`config.mk`:
```
export PLATFORM = sky130hd
export DESIGN_NAME = mw_master
export DESIGN_NICKNAME = d
export VERILOG_FILES = /design/src/rtl/mw_pkg.sv /design/src/rtl/mw_regs.sv /design/src/rtl/mw_shift.sv /design/src/rtl/mw_csgen.sv /design/src/rtl/mw_master.sv
export SDC_FILE = /design/constraint.sdc
export NUM_CORES = 1
export LEC_CHECK = 0
export ABC_AREA = 0
export ABC_CLOCK_PERIOD_IN_PS = 3300
export BUFFER_PORTS_ARGS = -buffer_cell sky130_fd_sc_hd__buf_2
export CELL_PAD_IN_SITES_DETAIL_PLACEMENT = 0
export CELL_PAD_IN_SITES_GLOBAL_PLACEMENT = 1
export CORE_MARGIN = 2
export CORE_UTILIZATION = 50
export DETAILED_ROUTE_END_ITERATION = 8
export GPL_TIMING_DRIVEN = 0
export PLACE_DENSITY_LB_ADDON = 0.15
export SLEW_MARGIN = 20
export SYNTH_ARGS = -nofsm -noshare
export SYNTH_HDL_FRONTEND = slang
export SYNTH_HIERARCHICAL = 1
export SYNTH_SLANG_ARGS = --single-unit
```
`constraint.sdc`:
```
create_clock -name clk -period 3.3 [get_ports clk]
set_clock_uncertainty 0.2 [all_clocks]
set_input_delay 0.66 -clock clk [delete_from_list [all_inputs] [get_ports clk]]
set_output_delay 0.66 -clock clk [all_outputs]
set_load 0.005 [all_outputs]
```
`src/rtl/mw_pkg.sv`:
```
package mw_pkg;
   localparam int WORD_W = 16;
   localparam int CNT_W  = 5;
   localparam int MODE_W = 6;
   localparam int HC_W   = 2;

   typedef enum logic [2:0] {
      RA_DATA = 3'd0,
      RA_CTRL = 3'd1,
      RA_SET1 = 3'd2,
      RA_SET2 = 3'd3,
      RA_SET3 = 3'd4,
      RA_SET4 = 3'd5
   } reg_addr_e;

   typedef struct packed {
      logic       rdy_chk;
      logic [1:0] div;
      logic       cs_hi;
      logic       drv_rise;
      logic       smp_rise;
   } mode_t;
endpackage

```
`src/rtl/mw_regs.sv`:
```
module mw_regs
   import mw_pkg::*;
#(
   parameter int NUM_CS = 4
) (
   input  logic              clk,
   input  logic              rst_n,
   input  logic [2:0]        addr,
   input  logic              we,
   input  logic [WORD_W-1:0] wdata,
   output logic [WORD_W-1:0] rdata,
   input  logic              busy,
   input  logic              rx_flag,
   input  logic [WORD_W-1:0] rx_word,
   output logic [WORD_W-1:0] tx_word,
   output logic              clk_en,
   output logic              idle_inv,
   output logic              start,
   output logic [1:0]        xfer_sel,
   output logic [CNT_W-1:0]  tx_cnt,
   output logic [CNT_W-1:0]  rx_cnt,
   output logic              cs_act,
   output logic [1:0]        cs_sel,
   output mode_t             modes [4]
);
   localparam int PAIR_W = 2 * MODE_W;

   reg_addr_e          ra;
   logic               ctrl_wr;
   logic [12:0]        ctrl_q;
   logic [PAIR_W-1:0]  set1_q, set2_q;
   logic               set3_q, set4_q;

   assign ra      = reg_addr_e'(addr);
   assign ctrl_wr = we && (ra == RA_CTRL) && !busy;
   assign start   = ctrl_wr && wdata[13] && set3_q;
   assign xfer_sel = wdata[11:10];
   assign tx_cnt   = wdata[9:5];
   assign rx_cnt   = wdata[4:0];
   assign cs_act   = ctrl_q[12];
   assign cs_sel   = ctrl_q[11:10];
   assign clk_en   = set3_q;
   assign idle_inv = set4_q;

   always_ff @(posedge clk or negedge rst_n) begin
      if (!rst_n) begin
         tx_word <= '0;
         ctrl_q  <= '0;
         set1_q  <= '0;
         set2_q  <= '0;
         set3_q  <= 1'b0;
         set4_q  <= 1'b0;
      end else begin
         if (ctrl_wr) ctrl_q <= wdata[12:0];
         if (we) begin
            case (ra)
               RA_DATA: tx_word <= wdata;
               RA_SET1: set1_q  <= wdata[PAIR_W-1:0];
               RA_SET2: set2_q  <= wdata[PAIR_W-1:0];
               RA_SET3: set3_q  <= wdata[0];
               RA_SET4: set4_q  <= wdata[0];
               default: ;
            endcase
         end
      end
   end

   for (genvar g = 0; g < 4; g++) begin : g_mode
      if (g >= NUM_CS) begin : g_absent
         assign modes[g] = '0;
      end else if (g < 2) begin : g_lo
         assign modes[g] = mode_t'(set1_q[MODE_W*g +: MODE_W]);
      end else begin : g_hi
         assign modes[g] = mode_t'(set2_q[MODE_W*(g-2) +: MODE_W]);
      end
   end

   always_comb begin
      case (ra)
         RA_DATA: rdata = rx_word;
         RA_CTRL: rdata = {rx_flag, busy, 1'b0, ctrl_q};
         RA_SET1: rdata = {{(WORD_W-PAIR_W){1'b0}}, set1_q};
         RA_SET2: rdata = {{(WORD_W-PAIR_W){1'b0}}, set2_q};
         RA_SET3: rdata = {{(WORD_W-1){1'b0}}, set3_q};
         RA_SET4: rdata = {{(WORD_W-1){1'b0}}, set4_q};
         default: rdata = '0;
      endcase
   end
endmodule

```
`src/rtl/mw_shift.sv`:
```
module mw_shift
   import mw_pkg::*;
(
   input  logic              clk,
   input  logic              rst_n,
   input  logic              start,
   input  mode_t             mode,
   input  logic              idle_inv,
   input  logic [WORD_W-1:0] tx_word,
   input  logic [CNT_W-1:0]  tx_cnt,
   input  logic [CNT_W-1:0]  rx_cnt,
   input  logic              sdi,
   output logic              sclk,
   output logic              sdo,
   output logic              busy,
   output logic              rx_flag,
   output logic [WORD_W-1:0] rx_word
);
   localparam logic [CNT_W-1:0] CNT_MAX = CNT_W'(WORD_W);

   logic [CNT_W-1:0]  txn, rxn, rxn_q, cells;
   logic [HC_W-1:0]   half_n, half_q, hcnt;
   logic              drv_lead_n, smp_lead_n, drv_lead, smp_lead;
   logic              idle_q, ph, in_rx, wait_rdy;
   logic [WORD_W-1:0] sh, rsh, rx_next;

   assign txn        = (tx_cnt > CNT_MAX) ? CNT_MAX : tx_cnt;
   assign rxn        = (rx_cnt > CNT_MAX) ? CNT_MAX : rx_cnt;
   assign drv_lead_n = (mode.drv_rise == !idle_inv);
   assign smp_lead_n = (mode.smp_rise == !idle_inv);
   assign rx_next    = {rsh[WORD_W-2:0], sdi};

   always_comb begin
      case (mode.div)
         2'd0:    half_n = HC_W'(0);
         2'd1:    half_n = HC_W'(1);
         default: half_n = HC_W'(3);
      endcase
   end

   always_ff @(posedge clk or negedge rst_n) begin
      if (!rst_n) begin
         sclk <= 1'b0; sdo <= 1'b0; busy <= 1'b0; rx_flag <= 1'b0;
         rx_word <= '0; rxn_q <= '0; cells <= '0; half_q <= '0; hcnt <= '0;
         drv_lead <= 1'b0; smp_lead <= 1'b0; idle_q <= 1'b0; ph <= 1'b0;
         in_rx <= 1'b0; wait_rdy <= 1'b0; sh <= '0; rsh <= '0;
      end else if (start) begin
         rx_flag  <= 1'b0;
         rsh      <= '0;
         ph       <= 1'b0;
         hcnt     <= '0;
         half_q   <= half_n;
         drv_lead <= drv_lead_n;
         smp_lead <= smp_lead_n;
         idle_q   <= idle_inv;
         rxn_q    <= rxn;
         wait_rdy <= mode.rdy_chk;
         sclk     <= idle_inv;
         if (txn != '0) begin
            busy  <= 1'b1;
            in_rx <= 1'b0;
            cells <= txn;
            if (!drv_lead_n) begin
               sdo <= tx_word[WORD_W-1];
               sh  <= tx_word << 1;
            end else begin
               sh  <= tx_word;
            end
         end else if (rxn != '0) begin
            busy  <= 1'b1;
            in_rx <= 1'b1;
            cells <= rxn;
         end
      end else if (!busy) begin
         sclk <= idle_inv;
      end else if (wait_rdy) begin
         if (sdi) wait_rdy <= 1'b0;
      end else if (hcnt != half_q) begin
         hcnt <= hcnt + HC_W'(1);
      end else begin
         hcnt <= '0;
         if (!ph) begin
            ph   <= 1'b1;
            sclk <= !idle_q;
            if (!in_rx && drv_lead) begin
               sdo <= sh[WORD_W-1];
               sh  <= sh << 1;
            end
            if (in_rx && smp_lead) rsh <= rx_next;
         end else begin
            ph   <= 1'b0;
            sclk <= idle_q;
            if (in_rx && !smp_lead) rsh <= rx_next;
            if (cells == CNT_W'(1)) begin
               if (!in_rx && rxn_q != '0) begin
                  in_rx <= 1'b1;
                  cells <= rxn_q;
               end else begin
                  busy <= 1'b0;
                  if (in_rx) begin
                     rx_flag <= 1'b1;
                     rx_word <= smp_lead ? rsh : rx_next;
                  end
               end
            end else begin
               cells <= cells - CNT_W'(1);
               if (!in_rx && !drv_lead) begin
                  sdo <= sh[WORD_W-1];
                  sh  <= sh << 1;
               end
            end
         end
      end
   end
endmodule

```
`src/rtl/mw_csgen.sv`:
```
module mw_csgen #(
   parameter int NUM_CS = 4
) (
   input  logic              cs_act,
   input  logic [1:0]        cs_sel,
   input  logic [NUM_CS-1:0] cs_pol,
   output logic [NUM_CS-1:0] cs_pin
);
   for (genvar g = 0; g < NUM_CS; g++) begin : g_pin
      assign cs_pin[g] = ((cs_act && cs_sel == 2'(g)) == cs_pol[g]);
   end
endmodule

```
`src/rtl/mw_master.sv`:
```
module mw_master
   import mw_pkg::*;
#(
   parameter int NUM_CS = 4
) (
   input  logic              clk,
   input  logic              rst_n,
   input  logic [2:0]        host_addr,
   input  logic              host_we,
   input  logic [WORD_W-1:0] host_wdata,
   output logic [WORD_W-1:0] host_rdata,
   output logic              mw_sclk,
   output logic              mw_sdo,
   input  logic              mw_sdi,
   output logic [NUM_CS-1:0] mw_cs
);
   if (NUM_CS < 1 || NUM_CS > 4) begin : g_bad_cs
      $error("mw_master: NUM_CS must be 1 to 4");
   end

   logic              eng_busy, rx_flag, clk_en, idle_inv, start, cs_act;
   logic [WORD_W-1:0] rx_word, tx_word;
   logic [1:0]        xfer_sel, cs_sel;
   logic [CNT_W-1:0]  tx_cnt, rx_cnt;
   mode_t             modes [4];
   mode_t             xfer_mode;
   logic [NUM_CS-1:0] cs_pol;

   assign xfer_mode = modes[xfer_sel];

   for (genvar g = 0; g < NUM_CS; g++) begin : g_pol
      assign cs_pol[g] = modes[g].cs_hi;
   end

   mw_regs #(.NUM_CS(NUM_CS)) u_regs (
      .clk(clk), .rst_n(rst_n), .addr(host_addr), .we(host_we),
      .wdata(host_wdata), .rdata(host_rdata), .busy(eng_busy),
      .rx_flag(rx_flag), .rx_word(rx_word), .tx_word(tx_word),
      .clk_en(clk_en), .idle_inv(idle_inv), .start(start),
      .xfer_sel(xfer_sel), .tx_cnt(tx_cnt), .rx_cnt(rx_cnt),
      .cs_act(cs_act), .cs_sel(cs_sel), .modes(modes)
   );

   mw_shift u_shift (
      .clk(clk), .rst_n(rst_n), .start(start), .mode(xfer_mode),
      .idle_inv(idle_inv), .tx_word(tx_word), .tx_cnt(tx_cnt),
      .rx_cnt(rx_cnt), .sdi(mw_sdi), .sclk(mw_sclk), .sdo(mw_sdo),
      .busy(eng_busy), .rx_flag(rx_flag), .rx_word(rx_word)
   );

   mw_csgen #(.NUM_CS(NUM_CS)) u_csgen (
      .cs_act(cs_act), .cs_sel(cs_sel), .cs_pol(cs_pol), .cs_pin(mw_cs)
   );
endmodule

```
==> out/results.ini <==
[status]
status = complete, no violations

[placed_design]
post-place-ws_ns = -0.626
dpl.cell_count = 780
dp.final_hpwl_mm = 11.1
portBuffers = 43
gp_congestion = 0.834
place_area_sq_um = 7230

[timing]
setup_slack_ns = 0.248
slew_headroom_pct = 51.9
setup_tns_ns = 0
slew_viol_final = 0
hold_viol = 0
rsz0062_at_grt = false
fmax_ghz = 0.328
min_period_ns = 3.05
tightest_slew_ns = 0.718
hold_slack_ns = 0.270
setup_viol = 0
period_share_pct = 92.5

[run]
maxCapViolations = 0

[worst_setup_path]
cp.arrival_ns = 3.13
rr_endpoint = u_shift/sdo
crit_end = u_shift/sdo
crit_start = host_addr[0]
startpoint_type = primary input
r2r-start = u_shift/busy
cp-end-kind = register
cp_slowest_stage_delay_ns = 0.43
cp_slowest_cell = nor4_4
r2r_cells = 8
crit_fanout = 10
crit_type = primary input to register
crit_path_cell_trace = clkbuf_2, nand2_1, nor4_4, buf_4, and3_2, clkbuf_2, clkbuf_2, o21ai_0, o21ai_0, o21ai_0
reg2reg_slack_ns = 0.34
required_ns = 3.38

[final_layout]
fill_cells = 1109
synthToLayoutAreaGrowth_pct = 16.1
final_util_pct = 59.2
multi_input_area_sq_um = 3220
fin_cells = 813
diodes = 0
fin_nets = 649
drive_above_1_share_pct = 35.6
post-route-cell-area_sq_um = 7840
seqCellArea_sq_um = 3180

[grt]
grt_max_degree = 100
grt_pass1_wl_mm = 26.0
gr-total-overflow = 0
antenna_found_initial = 0
grt_util_all_layers_pct = 23.6
grt_pass1_vias = 4745

[synthesis]
yosys_warnings = 6
netlist_area_sq_um = 6760
syn_inst = 560
syn_nets = 585
avgSynthCellArea_sq_um = 12.1

[floorplan]
num_rows = 42
die_y_microns = 120
die-area_sq_um = 14500
ios = 45
coreArea_sq_um = 13200
die_w_microns = 120
initial_core_util_pct = 51.0

[power_and_ir_drop]
internal-power_mw = 3.17
p_comb_share_pct = 13.1
power_frac_seq_pct = 42.6
total_power_mw = 4.20
vdd.ir_drop.worst_mv = 0.407
p_leak_nw = 3.68
power_density_nw_per_um2 = 535
sw_frac_of_total_pct = 24.5
clkPwrFrac_pct = 44.3
p_switching_mw = 1.03

[routing]
finalWirelength_mm = 15.7
num_vias = 4514
final_antenna_net_count = 0
routedWlPerCell_microns = 19.3
drc = 0
first_pass_iters = 4
vias_per_cell = 5.55
drt_iter0_drc = 329

[cts]
post_cts.repair.setup_buffers = 0
clk_path_buf_depth = 2
clkTransAtPathRegs_ns = 0.06
cts_root_buf = clkbuf_16
cts_buffers = 17
clock_latency_ns = 0.41
cts_tree = built
cts_sinks = 127
cts_max_level = 4

[hold_path]
hold_class = primary input to register

routing by layer:
metal	track usage [%]	share of wire (%)	vias to the layer above
li1	-	-	2123
met1	34.9	47	2272
met2	35.2	46	108
met3	5.00	5.0	11
met4	7.27	1.2	0
met5	0	0	-
sequential cells by signal, indices dropped and copies added (netlist names), 2 cells and up:
name / count
u_shift/rsh: 16
u_shift/half_q: 2
u_shift/rx_word: 16
u_regs/set2_q: 12
u_shift/cells: 5
u_regs/tx_word: 16
u_regs/ctrl_q: 13
u_shift/hcnt: 2
u_shift/rxn_q: 5
u_shift/sh: 16
u_regs/set1_q: 12
layout by cell type (no fill, tap or decap), types with 3 or more instances in the layout:
master	n
nor3_1	6
dfrtp_1	127
nor4_1	3
clkinv_2	3
mux2_4	10
mux2_2	68
clkbuf_8	4
nor3b_1	5
clkbuf_1	7
nor4b_4	3
buf_4	19
xor2_1	6
clkbuf_16	17
nor2_1	62
mux2i_1	54
nand3_1	3
o21ai_0	14
clkbuf_2	7
buf_2	51
a21oi_1	47
buf_6	7
nand3b_1	6
mux4_2	17
xnor2_1	4
nand2_1	12
inv_1	11
nor2b_1	14
clkinvlp_4	3
nand2b_1	5
repair_timing:
| action | CTS | global route |
|---|---|---|
| setup endpoints to repair | 39 | 50 |
| resized for setup | 3 | 9 |
| pin swaps | 0 | 1 |
| hold buffers | 1 | 0 |
| hold endpoints to repair | 28 | 0 |
worst min-delay path by stage:
stage	start	to	slack (ns)	cells past startpoint
final	host_wdata[15]	u_regs/tx_word[15]	0.27	2
after floorplan	rst_n	u_regs/clk_en	0.16	0
after CTS	host_wdata[14]	u_regs/tx_word[14]	0.26	2
after detailed placement	u_shift/rx_flag	u_shift/rx_flag	0.29	2
after global routing	host_wdata[15]	u_regs/tx_word[15]	0.27	2
after global placement	u_regs/ctrl_q[9]	u_regs/ctrl_q[9]	0.29	1
critical path, delay by kind of cell:
family / cells / cell delay [ns]
buf+inv: 4 / 1.11
compound gates: 3 / 0.48
simple gates: 3 / 0.87
power groups by stage:
stage	clock network (mW)	registers [mW]	logic (mW)
after floorplan	0	1.77	0.393
after global placement	0	1.81	0.535
after detailed placement	0	1.82	0.552
after CTS	1.90	1.79	0.556
after global routing	1.97	1.81	0.597
final	1.86	1.79	0.551
area by class of cell:
cell class              instances  share of cell area, %
inverters                      12                  0.574
repair buffers                 45                   3.35
flip-flops and latches        127                   40.5
plain buffers                  47                   4.08
well taps                     176                   2.81
clock buffers                  23                   6.22
clock inverters                 9                   1.36
multi-input cells             374                   41.1
No activity file was read; power rests on OpenSTA's default activity.
